==> config.mk <==
export PLATFORM = sky130hd
export DESIGN_NAME = onewire_byte_engine
export DESIGN_NICKNAME = d
export VERILOG_FILES = /design/src/rtl/ow_byte_pkg.sv /design/src/rtl/ow_tx_path.sv /design/src/rtl/ow_rx_path.sv /design/src/rtl/ow_reg_file.sv /design/src/rtl/onewire_byte_engine.sv
export SDC_FILE = /design/constraint.sdc
export NUM_CORES = 1
export LEC_CHECK = 0
export BUFFER_PORTS_ARGS = -buffer_cell sky130_fd_sc_hd__buf_2
export CAP_MARGIN = 15
export CORE_ASPECT_RATIO = 1.2
export CORE_MARGIN = 2
export CORE_UTILIZATION = 30
export DETAILED_ROUTE_END_ITERATION = 6
export PLACE_DENSITY = 0.54
export SYNTH_ARGS = -nofsm -noshare
export SYNTH_HDL_FRONTEND = slang
export SYNTH_SLANG_ARGS = --single-unit
==> constraint.sdc <==
create_clock -name clk -period 2.02 [get_ports clk]
set_input_delay 0.202 -clock clk [delete_from_list [all_inputs] [get_ports clk]]
set_output_delay 0.202 -clock clk [all_outputs]
set_load 0.01 [all_outputs]
==> src/rtl/ow_byte_pkg.sv <==
package ow_byte_pkg;
  localparam int unsigned FLG_TX_EMPTY  = 2;
  localparam int unsigned FLG_SH_IDLE   = 3;
  localparam int unsigned FLG_RX_FULL   = 4;
  localparam int unsigned FLG_RX_HELD   = 5;

  typedef enum logic [1:0] {
    SEQ_IDLE = 2'd0,
    SEQ_REQ  = 2'd1,
    SEQ_WAIT = 2'd2
  } seq_state_e;

  typedef enum logic [1:0] {
    SEL_DATA  = 2'd0,
    SEL_FLAGS = 2'd1,
    SEL_MASK  = 2'd2,
    SEL_NONE  = 2'd3
  } reg_sel_e;
endpackage

==> src/rtl/ow_tx_path.sv <==
module ow_tx_path
  import ow_byte_pkg::*;
#(
  parameter int unsigned DATA_W = 8
) (
  input  logic              clk,
  input  logic              rst_n,
  input  logic              wr_data_en,
  input  logic [DATA_W-1:0] wr_data,
  input  logic              rx_hold,
  input  logic              slot_ready,
  input  logic              slot_done,
  output logic              slot_valid,
  output logic              slot_bit,
  output logic              tx_empty,
  output logic              shift_idle,
  output logic              bit_done,
  output logic              byte_done
);
  localparam int unsigned CNT_W = (DATA_W > 1) ? $clog2(DATA_W) : 1;
  localparam logic [CNT_W-1:0] LAST_BIT = CNT_W'(DATA_W - 1);

  seq_state_e        state_q;
  logic [DATA_W-1:0] txbuf_q;
  logic              txfull_q;
  logic [DATA_W-1:0] shreg_q;
  logic [CNT_W-1:0]  cnt_q;

  assign slot_valid = (state_q == SEQ_REQ);
  assign slot_bit   = shreg_q[0];
  assign tx_empty   = !txfull_q;
  assign shift_idle = (state_q == SEQ_IDLE);
  assign bit_done   = (state_q == SEQ_WAIT) && slot_done;
  assign byte_done  = bit_done && (cnt_q == LAST_BIT);

  always_ff @(posedge clk or negedge rst_n) begin
    if (!rst_n) begin
      state_q  <= SEQ_IDLE;
      txbuf_q  <= '0;
      txfull_q <= 1'b0;
      shreg_q  <= '0;
      cnt_q    <= '0;
    end else begin
      if (wr_data_en && !txfull_q) begin
        txbuf_q  <= wr_data;
        txfull_q <= 1'b1;
      end
      unique case (state_q)
        SEQ_IDLE: begin
          if (txfull_q && !rx_hold) begin
            shreg_q  <= txbuf_q;
            txfull_q <= 1'b0;
            cnt_q    <= '0;
            state_q  <= SEQ_REQ;
          end
        end
        SEQ_REQ: begin
          if (slot_ready) state_q <= SEQ_WAIT;
        end
        SEQ_WAIT: begin
          if (slot_done) begin
            shreg_q <= shreg_q >> 1;
            cnt_q   <= cnt_q + 1'b1;
            state_q <= (cnt_q == LAST_BIT) ? SEQ_IDLE : SEQ_REQ;
          end
        end
        default: state_q <= SEQ_IDLE;
      endcase
    end
  end


  req_hold_chk: assert property (@(posedge clk) disable iff (!rst_n)
    (slot_valid && !slot_ready) |=> (slot_valid && $stable(slot_bit)));


  one_req_per_slot_chk: assert property (@(posedge clk) disable iff (!rst_n)
    (slot_valid && slot_ready) |=> !slot_valid);


  full_write_drop_chk: assert property (@(posedge clk) disable iff (!rst_n)
    (wr_data_en && txfull_q) |=> $stable(txbuf_q));


  accept_write_chk: assert property (@(posedge clk) disable iff (!rst_n)
    (wr_data_en && !txfull_q) |=> !tx_empty);


  stall_on_hold_chk: assert property (@(posedge clk) disable iff (!rst_n)
    (rx_hold && shift_idle) |=> shift_idle);
endmodule

==> src/rtl/ow_rx_path.sv <==
module ow_rx_path #(
  parameter int unsigned DATA_W = 8
) (
  input  logic              clk,
  input  logic              rst_n,
  input  logic              bit_done,
  input  logic              byte_done,
  input  logic              sample,
  input  logic              rd_data_en,
  output logic [DATA_W-1:0] rx_data,
  output logic              rx_full,
  output logic              rx_hold
);
  logic [DATA_W-1:0] rxsh_q;
  logic [DATA_W-1:0] rxbuf_q;
  logic [DATA_W-1:0] rxsh_next;
  logic              full_q;
  logic              hold_q;

  if (DATA_W > 1) begin : g_wide
    assign rxsh_next = {sample, rxsh_q[DATA_W-1:1]};
  end else begin : g_narrow
    assign rxsh_next = sample;
  end

  assign rx_data = rxbuf_q;
  assign rx_full = full_q;
  assign rx_hold = hold_q;

  always_ff @(posedge clk or negedge rst_n) begin
    if (!rst_n) begin
      rxsh_q  <= '0;
      rxbuf_q <= '0;
      full_q  <= 1'b0;
      hold_q  <= 1'b0;
    end else begin
      if (bit_done) rxsh_q <= rxsh_next;
      if (rd_data_en) full_q <= 1'b0;
      if (byte_done) begin
        if (!full_q) begin
          rxbuf_q <= rxsh_next;
          full_q  <= 1'b1;
        end else begin
          hold_q <= 1'b1;
        end
      end else if (hold_q && !full_q) begin
        rxbuf_q <= rxsh_q;
        full_q  <= 1'b1;
        hold_q  <= 1'b0;
      end
    end
  end


  fill_buffer_chk: assert property (@(posedge clk) disable iff (!rst_n)
    (byte_done && !full_q) |=> rx_full);


  overflow_hold_chk: assert property (@(posedge clk) disable iff (!rst_n)
    (byte_done && full_q) |=> rx_hold);


  read_clear_chk: assert property (@(posedge clk) disable iff (!rst_n)
    (rd_data_en && !byte_done && !hold_q) |=> !rx_full);


  held_stable_chk: assert property (@(posedge clk) disable iff (!rst_n)
    (hold_q && full_q) |=> $stable(rxsh_q));
endmodule

==> src/rtl/ow_reg_file.sv <==
module ow_reg_file
  import ow_byte_pkg::*;
#(
  parameter int unsigned DATA_W = 8
) (
  input  logic              clk,
  input  logic              rst_n,
  input  logic              reg_wr,
  input  logic              reg_rd,
  input  logic [1:0]        reg_addr,
  input  logic [DATA_W-1:0] reg_wdata,
  input  logic [DATA_W-1:0] rx_data,
  input  logic              tx_empty,
  input  logic              shift_idle,
  input  logic              rx_full,
  input  logic              rx_hold,
  output logic [DATA_W-1:0] reg_rdata,
  output logic              irq,
  output logic              wr_data_en,
  output logic              rd_data_en
);
  localparam logic [DATA_W-1:0] FLAG_BITS =
    DATA_W'((1 << FLG_TX_EMPTY) | (1 << FLG_SH_IDLE) |
            (1 << FLG_RX_FULL) | (1 << FLG_RX_HELD));

  reg_sel_e          sel;
  logic [DATA_W-1:0] flags;
  logic [DATA_W-1:0] mask_q;

  assign sel = reg_sel_e'(reg_addr);

  always_comb begin
    flags = '0;
    flags[FLG_TX_EMPTY] = tx_empty;
    flags[FLG_SH_IDLE]  = shift_idle;
    flags[FLG_RX_FULL]  = rx_full;
    flags[FLG_RX_HELD]  = rx_hold;
  end

  assign wr_data_en = reg_wr && (sel == SEL_DATA);
  assign rd_data_en = reg_rd && (sel == SEL_DATA);

  always_ff @(posedge clk or negedge rst_n) begin
    if (!rst_n) mask_q <= '0;
    else if (reg_wr && (sel == SEL_MASK)) mask_q <= reg_wdata & FLAG_BITS;
  end

  always_comb begin
    unique case (sel)
      SEL_DATA:  reg_rdata = rx_data;
      SEL_FLAGS: reg_rdata = flags;
      SEL_MASK:  reg_rdata = mask_q;
      default:   reg_rdata = '0;
    endcase
  end

  assign irq = |(flags & mask_q);


  masked_quiet_chk: assert property (@(posedge clk) disable iff (!rst_n)
    (mask_q == '0) |-> !irq);


  flag_layout_chk: assert property (@(posedge clk) disable iff (!rst_n)
    (sel == SEL_FLAGS) |-> ((reg_rdata & ~FLAG_BITS) == '0));
endmodule

==> src/rtl/onewire_byte_engine.sv <==
module onewire_byte_engine #(
  parameter int unsigned DATA_W = 8
) (
  input  logic              clk,
  input  logic              rst_n,
  input  logic              reg_wr,
  input  logic              reg_rd,
  input  logic [1:0]        reg_addr,
  input  logic [DATA_W-1:0] reg_wdata,
  output logic [DATA_W-1:0] reg_rdata,
  output logic              slot_valid,
  input  logic              slot_ready,
  output logic              slot_bit,
  input  logic              slot_done,
  input  logic              slot_sample,
  output logic              irq
);
  logic              wr_data_en;
  logic              rd_data_en;
  logic              tx_empty;
  logic              shift_idle;
  logic              bit_done;
  logic              byte_done;
  logic [DATA_W-1:0] rx_data;
  logic              rx_full;
  logic              rx_hold;

  ow_tx_path #(.DATA_W(DATA_W)) u_tx (
    .clk        (clk),
    .rst_n      (rst_n),
    .wr_data_en (wr_data_en),
    .wr_data    (reg_wdata),
    .rx_hold    (rx_hold),
    .slot_ready (slot_ready),
    .slot_done  (slot_done),
    .slot_valid (slot_valid),
    .slot_bit   (slot_bit),
    .tx_empty   (tx_empty),
    .shift_idle (shift_idle),
    .bit_done   (bit_done),
    .byte_done  (byte_done)
  );

  ow_rx_path #(.DATA_W(DATA_W)) u_rx (
    .clk        (clk),
    .rst_n      (rst_n),
    .bit_done   (bit_done),
    .byte_done  (byte_done),
    .sample     (slot_sample),
    .rd_data_en (rd_data_en),
    .rx_data    (rx_data),
    .rx_full    (rx_full),
    .rx_hold    (rx_hold)
  );

  ow_reg_file #(.DATA_W(DATA_W)) u_regs (
    .clk        (clk),
    .rst_n      (rst_n),
    .reg_wr     (reg_wr),
    .reg_rd     (reg_rd),
    .reg_addr   (reg_addr),
    .reg_wdata  (reg_wdata),
    .rx_data    (rx_data),
    .tx_empty   (tx_empty),
    .shift_idle (shift_idle),
    .rx_full    (rx_full),
    .rx_hold    (rx_hold),
    .reg_rdata  (reg_rdata),
    .irq        (irq),
    .wr_data_en (wr_data_en),
    .rd_data_en (rd_data_en)
  );
endmodule

# After elaboration in Yosys (flattened, before gate mapping)
# Index checks and enable logic that the tools add are counted.
[word_totals]
reg_bits = 44
latchBits = 0
mem_bits_rw = 0
rom_bits = 0
input_bits = 17
out_inout_bits = 11
n_memories = 0
[op_classes]
n_addsub = 1
mul = 0
div_mod_pow = 0
magnitude_cmp = 0
n_eq_ne = 10
shift = 0
mux = 25
n_bitwise = 1
n_reduce_logical = 20
[op_table]
columns = ["operator", "n"]
rows = [
  ["8-bit 2-to-1 mux", 5],
  ["8-bit case mux with 3 select lines", 1],
  ["8-bit case mux with 2 select lines", 1],
  ["1-bit 2-to-1 mux", 11],
  ["1-bit logical AND", 8],
  ["8-bit OR reduction", 1],
  ["6-bit bitwise AND", 1],
  ["2-bit 2-to-1 mux", 3],
  ["3-bit 2-to-1 mux", 2],
  ["2-bit != test (second input constant)", 3],
  ["2-bit case mux with 3 select lines", 1],
  ["3-bit case mux with 2 select lines", 1],
  ["3-bit AND reduction", 2],
  ["2-bit by 1-bit equality test with 1-bit output (second input constant)", 2],
  ["2-bit equality test (second input constant)", 2],
  ["2-bit zero test", 2],
  ["2-bit by 1-bit != test with 1-bit output (second input constant)", 2],
  ["2-bit AND reduction", 2],
  ["2-bit nonzero test", 2],
  ["3-bit by 1-bit adder with 3-bit output (second input constant)", 1],
  ["3-bit equality test (second input constant)", 1],
  ["1-bit zero test", 3],
]

# Logic depth before layout (Yosys ltp)
# Gate-level depths: netlist of run 1.
[logic_depth]
depth_word = 6
depth_mapped = 6
mapped_depth_nobuf = 5

# Modules after synthesis
# From an unflattened synthesis of run 1, not the netlist that was laid out.
[hier_totals]
cells_unflattened = 168
area_unflattened_um2 = 2192.1
[modules_own_cells]
columns = ["mod", "n_inst", "cells_per_inst", "area_per_inst_um2", "seq_area_each_um2"]
rows = [
  ["ow_tx_path", 1, 77, 1087.3, 550.5],
  ["ow_rx_path", 1, 62, 769.5, 450.4],
  ["ow_reg_file", 1, 29, 335.3, 100.1],
]

# Worst setup path after synthesis of run 1
# Ideal clock, no wire load.
[synth_path]
path_type = "register to register"
start = "reg u_tx.cnt_q[0]"
end = "reg u_rx.rxbuf_q[4] (netlist: u_rx.rx_data[4])"
setup_ns = 0.121
arrival_ns = 1.512
required_ns = 1.899
setup_slack_ns = 0.386
stages_incl_launch_ff = 7
n_path_buf = 1
synth_period_minus_slack_ns = 1.634
cell_sequence = "dfrtp_1 > ha_1 > ha_1 > nand4b_4 > buf_6 > mux2_4 > o22a_1"
[synth_via]
elab_chain_cells = 4
word_cells_on_any_way = 6
[synth_lines]
columns = ["item", "line", "rtl"]
rows = [
  ["start, declared", "ow_tx_path.sv:27", "logic [CNT_W-1:0] cnt_q;"],
  ["start signal, assigned", "ow_tx_path.sv:63", "cnt_q <= cnt_q + 1'b1;"],
  ["3-bit equality test (*)", "ow_tx_path.sv:34", "assign byte_done = bit_done && (cnt_q == LAST_BIT);"],
  ["1-bit logical AND (*)", "ow_tx_path.sv:34", ""],
  ["2-bit != test (no line) or 2-bit nonzero test (tied branches)", "--", ""],
  ["2-bit AND reduction (no line)", "--", ""],
  ["end signal, assigned", "ow_rx_path.sv:41", "rxbuf_q <= rxsh_next;"],
  ["end signal, assigned", "ow_rx_path.sv:47", "rxbuf_q <= rxsh_q;"],
  ["end, declared", "ow_rx_path.sv:15", "logic [DATA_W-1:0] rxbuf_q;"],
]
# Mark *: on every way between the ends. The rest lies on a longest branch, timed or not.
# A chain may end at the register's enable or synchronous reset.

# Worst setup path after layout of run 1
[layout_path]
start = "reg u_rx.full_q (netlist: u_rx.rx_full)"
end = "out irq"
[layout_via]
elab_chain_cells = 2
[layout_lines]
columns = ["item", "line", "rtl"]
rows = [
  ["start, declared", "ow_rx_path.sv:17", "logic full_q;"],
  ["start signal, assigned", "ow_rx_path.sv:34", "full_q <= 1'b0;"],
  ["start signal, assigned", "ow_rx_path.sv:38", "if (rd_data_en) full_q <= 1'b0;"],
  ["start signal, assigned", "ow_rx_path.sv:42", "full_q <= 1'b1;"],
  ["6-bit bitwise AND", "ow_reg_file.sv:57", "assign irq = |(flags & mask_q);"],
  ["8-bit OR reduction", "ow_reg_file.sv:57", ""],
  ["end, declared", "onewire_byte_engine.sv:16", "output logic irq"],
]
# No other way between the ends.

==> flow_summary.ini, run 1 <==
[clock_network]
cts_made_buffers = 5
cts_tree = done
clkLatencyLatePin_ps = 300
root_buffer = clkbuf_8
clk_path_buf_depth = 2
cts_num_sinks = 44
clk_pin_slew_ps = 100
htreeDepth = 2
cts_setup_buffers = 0
cts-resized-gates = 0

[floorplanning]
coreArea_um2 = 7190
initial_core_util_pct = 30.5
die_area_um2 = 8020
die_w_um = 82.1
die-height_um = 97.7
fp-row-count = 34
io_pins = 28

[cells_and_area]
n_antenna_cell = 0
layout.nets = 213
area_growth_pct = 14.6
n_fill_cell = 703
drive_above_1_share_pct = 31.3

[yosys]
syn-mean-instance-area_um2 = 13.5
syn_nets = 182
synthCells = 163
yosysWarnings = 0
ys_seq_area_share_pct = 50.2
netlist-cell-type-count = 36
synth-seq-cells = 44
synthesis.area_um2 = 2190

[detailed_routing]
vias_per_cell = 4.67
vias = 1330
wl_per_cell_um = 13.9
wirelength_mm = 3.95
drc_errors = 0
drtIter0Drc = 33
ant_nets = 0
drt-pass1-iter-count = 4

[setup_path]
endpoint_kind = output pin
required_ps = 1820
r2r-start = u_tx.state_q[0]$_DFFE_PN0P_
cp_max_fo = 14
slowest_delay_ps = 560
reg2regPathDepth = 3
reg2reg_slack_ps = 340
start_kind = register
crit_type = reg2out
critPathSlowestCell = dfrtp_1
crit_path_cell_trace = a222oi_1 > nand2_1 > buf_2
rr_endpoint = u_tx.shreg_q[0]$_DFFE_PN0P_
arrival_ps = 1500

[job]
max_cap_violations = 0

[timing]
fin_skew_ps = 11.1
timing.fmax_ghz = 0.588
post-route-min-period_ps = 1700
worst_pin_slew_ps = 567
post-route-period-util_pct = 84.1
slew-limit-headroom_pct = 62.2
setup_ws_ps = 320
slew_violations = 0
rsz0062_at_grt = no
tns_ps = 0
hold_viol_final = 0
setup_viol = 0

[place]
gp_congestion = 0.715
port_buffers = 27
post-place-ws_ps = 332
dp_hpwl_mm = 2.85

[grt]
grt_max_degree = 45
overflow = 0
grt_pass1_wl_mm = 6.78
antenna_found_initial = 0
grt_pass1_vias = 1379
grt_use_total_pct = 11.1

[power_and_ir_drop]
total_power_mw = 2.61
cellLeakagePower_nw = 1.26
p_per_area_nw_per_um2 = 1040
ir_worst_vdd_mv = 0.455

[hold_path]
hold_depth = 2
min_to = u_tx.txbuf_q[1]$_DFFE_PN0P_
hold_class = in2reg
min_from = reg_wdata[1]

[run_status]
status = completed
-- sequential cells by signal (all words and copies together), names as in the netlist --
signal / cells
u_tx.cnt_q: 3
u_tx.shreg_q: 8
u_rx.rx_hold: 1
u_regs.mask_q: 4
u_rx.rxsh_q: 8
u_rx.rx_full: 1
u_tx.txbuf_q: 8
u_tx.txfull_q: 1
u_rx.rx_data: 8
u_tx.state_q: 2
-- metal layers --
layer | GRT usage [%] | wire (um) | vias to the layer above
met4 | 4.62 | 81 | 0
li1 | - | - | 650
met3 | 2.23 | 130 | 6
met1 | 15.3 | 1940 | 645
met2 | 16.8 | 1800 | 29
met5 | 0 | 0 | -
-- worst max-delay path, delay by kind of cell, from the launching register on --
| kind | cells | cell delay, ps |
|---|---|---|
| DFF | 1 | 560 |
| AOI/OAI and AO/OA | 1 | 420 |
| buffers and inverters | 1 | 150 |
| and+or+nand+nor | 1 | 80 |
-- cell usage after synthesis --
cell,instances,share of area (%)
buf_4,2,0.68
nor3_2,1,0.46
o21bai_1,1,0.34
inv_1,1,0.17
a21o_1,2,0.68
nand4b_4,1,1.1
nand2b_1,10,2.9
a32o_1,1,0.46
mux2_2,2,1.0
mux2i_1,4,1.8
dfrtp_1,44,50
and3_1,1,0.29
o21a_1,1,0.34
nand2_1,10,1.7
nor2b_1,2,0.57
clkbuf_1,1,0.17
mux2_4,14,9.6
o32a_1,1,0.46
ha_1,2,1.1
nand3_1,1,0.23
o21ai_1,4,0.91
nor2_1,4,0.68
and4b_1,1,0.46
buf_2,3,0.68
o22a_1,8,3.2
buf_8,1,0.68
inv_2,1,0.17
o21ai_0,2,0.46
nand3b_4,1,0.91
a22o_1,1,0.40
mux2_1,27,14
a222oi_1,1,0.46
buf_6,1,0.51
a21boi_4,1,0.86
and2_1,4,1.1
a21oi_2,1,0.40
-- metrics by stage --
step                util (%)  instances  hold slack (ps)  cell area (um^2)
floorplan                  -        163            -93.6              2190
CTS                     35.0        285             98.2              2510
global placement        33.6        276              315              2410
finish                  35.0        285              108              2510
global route            35.0        285             93.7              2510
detailed placement      33.6        276              323              2410
-- where the power goes --
part | leakage [nW] | internal [mW] | switching [mW]
Combinational | 0.652 | 0.428 | 0.290
Clock | 0.0404 | 0.245 | 0.318
Sequential | 0.564 | 1.13 | 0.204
-- layout make-up --
type / count / area [um^2] / area share, %
well taps: 90 / 113 / 4.48
clock buffers: 5 / 68.8 / 2.74
multi-input cells: 109 / 1030 / 40.8
flip-flops and latches: 44 / 1100 / 43.8
inverters: 2 / 7.51 / 0.299
clock inverters: 3 / 23.8 / 0.945
repair buffers: 32 / 175 / 6.97
-- repair_timing --
action / CTS / global route
endpoints found under the setup margin: 0 / 0
endpoints found under the hold margin: 40 / 0
hold buffers: 1 / 0
-- cell usage in the layout, fill, tap and decap left out, types with 2 or more instances in the layout --
master	n
dfrtp_1	44
mux2_1	27
buf_2	27
mux2_4	14
nand2_1	10
nand2b_1	10
o22a_1	8
clkbuf_8	5
mux2i_1	4
o21ai_1	4
nor2_1	4
and2_1	4
buf_4	4
nor2b_1	2
o21ai_0	2
mux2_2	2
a21o_1	2
ha_1	2
clkinvlp_4	2
-- worst max path at each step --
stage                                      startpoint                     endpoint  slack (ps)
after global routing        u_tx.cnt_q[0]$_DFFE_PN0P_  u_rx.rx_data[4]$_DFFE_PN0P_         210
final                          u_rx.rx_full$_DFF_PN0_                          irq         320
after CTS                 u_tx.state_q[0]$_DFFE_PN0P_  u_tx.shreg_q[0]$_DFFE_PN0P_         320
after detailed placement  u_tx.state_q[1]$_DFFE_PN0P_  u_tx.shreg_q[5]$_DFFE_PN0P_         330
after floorplan             u_tx.cnt_q[0]$_DFFE_PN0P_  u_rx.rx_data[4]$_DFFE_PN0P_         390
after global placement    u_tx.state_q[0]$_DFFE_PN0P_  u_tx.shreg_q[0]$_DFFE_PN0P_         340
-- kinds of logic (layout without fill, tap and decap cells) --
family / after synthesis / after routing / synth area share (%)
multiplexers: 47 / 47 / 26.3
AND/OR/NAND/NOR: 36 / 36 / 10.4
adder cells (fa/ha/maj): 2 / 2 / 1.14
flip-flops: 44 / 44 / 50.2
AO/OA/AOI/OAI: 24 / 24 / 8.95
buffers and inverters: 10 / 42 / 3.08
Power figures use the tool's default switching activity.
==> run 2, diff against run 1 <==
- clock period: 2.02 -> 1.6 ns (I/O delays scaled with it)
==> run 2 against run 1 <==
Clock power up 24%. Sequential share of layout area down 2.9 points. Hold slack lost 28 ps. Via count up 5.6%. Critical path depth up 1. Largest cell class unchanged.
==> flow_summary.ini, run 2 (same netlist as run 1, synthesis figures left out) <==
[grt]
grt_pass1_wl_mm = 7.40
grt_pass1_vias = 1524
antenna_found_initial = 0
overflow = 0
grt_use_total_pct = 12.0
grt_max_degree = 30

[clock_network]
clk_pin_slew_ps = 90
clkLatencyLatePin_ps = 290
cts_made_buffers = 5
cts_tree = done
cts_num_sinks = 44
clk_path_buf_depth = 2
htreeDepth = 2
root_buffer = clkbuf_8

[detailed_routing]
vias_per_cell = 4.68
vias = 1405
drc_errors = 0
wirelength_mm = 4.25
drtIter0Drc = 47
drt-pass1-iter-count = 4
wl_per_cell_um = 14.2
ant_nets = 0

[setup_path]
required_ps = 1780
cp_max_fo = 8
arrival_ps = 1750
endpoint_kind = register
start_kind = register
reg2reg_slack_ps = 40
crit_type = reg2reg

[place]
gp_congestion = 0.720
dp_hpwl_mm = 3.05
placedCellCount = 286
post-place-ws_ps = -28.9
port_buffers = 27

[floorplanning]
coreArea_um2 = 7190
die_area_um2 = 8020
initial_core_util_pct = 30.5
io_pins = 28
fp-row-count = 34
die-height_um = 97.7
die_w_um = 82.1

[timing]
slew-limit-headroom_pct = 72.9
post-route-period-util_pct = 97.8
rsz0062_at_grt = yes
holdWs_ps = 80.2
slew_violations = 0
fin_skew_ps = 6.91
setup_ws_ps = 35.9
worst_pin_slew_ps = 405
setup_viol = 0
hold_viol_final = 0
timing.fmax_ghz = 0.639
post-route-min-period_ps = 1560

[cells_and_area]
layout.nets = 228
final_cell_mix = dfrtp_1, mux2_1, buf_2, buf_4, mux2_4
area_growth_pct = 23.1
regArea_um2 = 1100
final_cells = 300
drive_above_1_share_pct = 39.0
layout_commonest_cell = dfrtp_1
n_antenna_cell = 0
final_util_pct = 37.6
multiInputGateArea_um2 = 1080
n_fill_cell = 731

[power_and_ir_drop]
total_power_mw = 3.54
power.switching_mw = 1.09
ir_worst_vdd_mv = 0.413
pwr-share-clk_pct = 19.7
cellLeakagePower_nw = 1.35
p_per_area_nw_per_um2 = 1310
p_int_mw = 2.45
comb_power_share_pct = 33.1
sequentialPowerShare_pct = 47.1
p_sw_share_pct = 30.9

[job]
max_cap_violations = 0

[hold_path]
hold_class = in2reg

[run_status]
status = completed
## run 2: routing by layer
metal / global-route usage (%) / up-vias / routed length (um)
met5: 0 / - / 0
met4: 3.46 / 0 / 39
met3: 2.23 / 2 / 108
met2: 18.9 / 23 / 2090
met1: 16.4 / 700 / 2020
li1: - / 680 / -
## run 2: metrics by stage
stage          area (um^2)  setup TNS [ps]
2_1_floorplan         2200               0
3_3_place_gp          2510           -66.0
3_5_place_dp          2510            -152
4_1_cts               2650           -97.1
5_1_grt               2700           -33.0
6_report              2700               0
## run 2: power groups by stage
stage	Combinational, mW	Clock (mW)	Sequential, mW
after floorplan	0.796	0	1.60
after global placement	1.07	0	1.68
after detailed placement	1.09	0	1.68
after CTS	1.11	0.726	1.68
after global routing	1.30	0.778	1.72
final	1.17	0.699	1.67
## run 2: layout make-up
type / count / share of cell area [%]
Tap cell: 90 / 4.17
Inverter: 2 / 0.278
Timing Repair Buffer: 46 / 11.3
Sequential cell: 44 / 40.9
Clock buffer: 5 / 2.55
Multi-Input combinational cell: 110 / 40.0
Clock inverter: 3 / 0.880
## run 2: worst paths after layout
| kind | endpoint | start | cells after the start |
|---|---|---|---|
| setup / recovery | u_tx.shreg_q[0]$_DFFE_PN0P_ | u_tx.state_q[1]$_DFFE_PN0P_ | 4 |
| hold / removal | u_tx.txbuf_q[1]$_DFFE_PN0P_ | reg_wdata[1] | 2 |
| setup reg to reg | u_tx.shreg_q[0]$_DFFE_PN0P_ | u_tx.state_q[1]$_DFFE_PN0P_ | 4 |
| hold reg to reg | u_tx.shreg_q[7]$_DFFE_PN0P_ | u_tx.shreg_q[7]$_DFFE_PN0P_ | 1 |
| max in group asynchronous | u_tx.shreg_q[7]$_DFFE_PN0P_ | rst_n | 3 |
| min in group asynchronous | u_rx.rx_data[0]$_DFFE_PN0P_ | rst_n | 2 |
## run 2: worst max-delay path: stages (launching register included)
cell and delay (ps):
dfrtp_2 460, buf_4 160, nand3b_4 60, a21boi_4 390, mux2_2 380
## run 2: repair_timing
item	in CTS	in global routing
hold buffers	1	0
hold endpoints to repair	15	0
setup endpoints to repair	9	11
pin swaps	0	5
buffers inserted	1	3
gates cloned	1	0
resized for setup	3	5
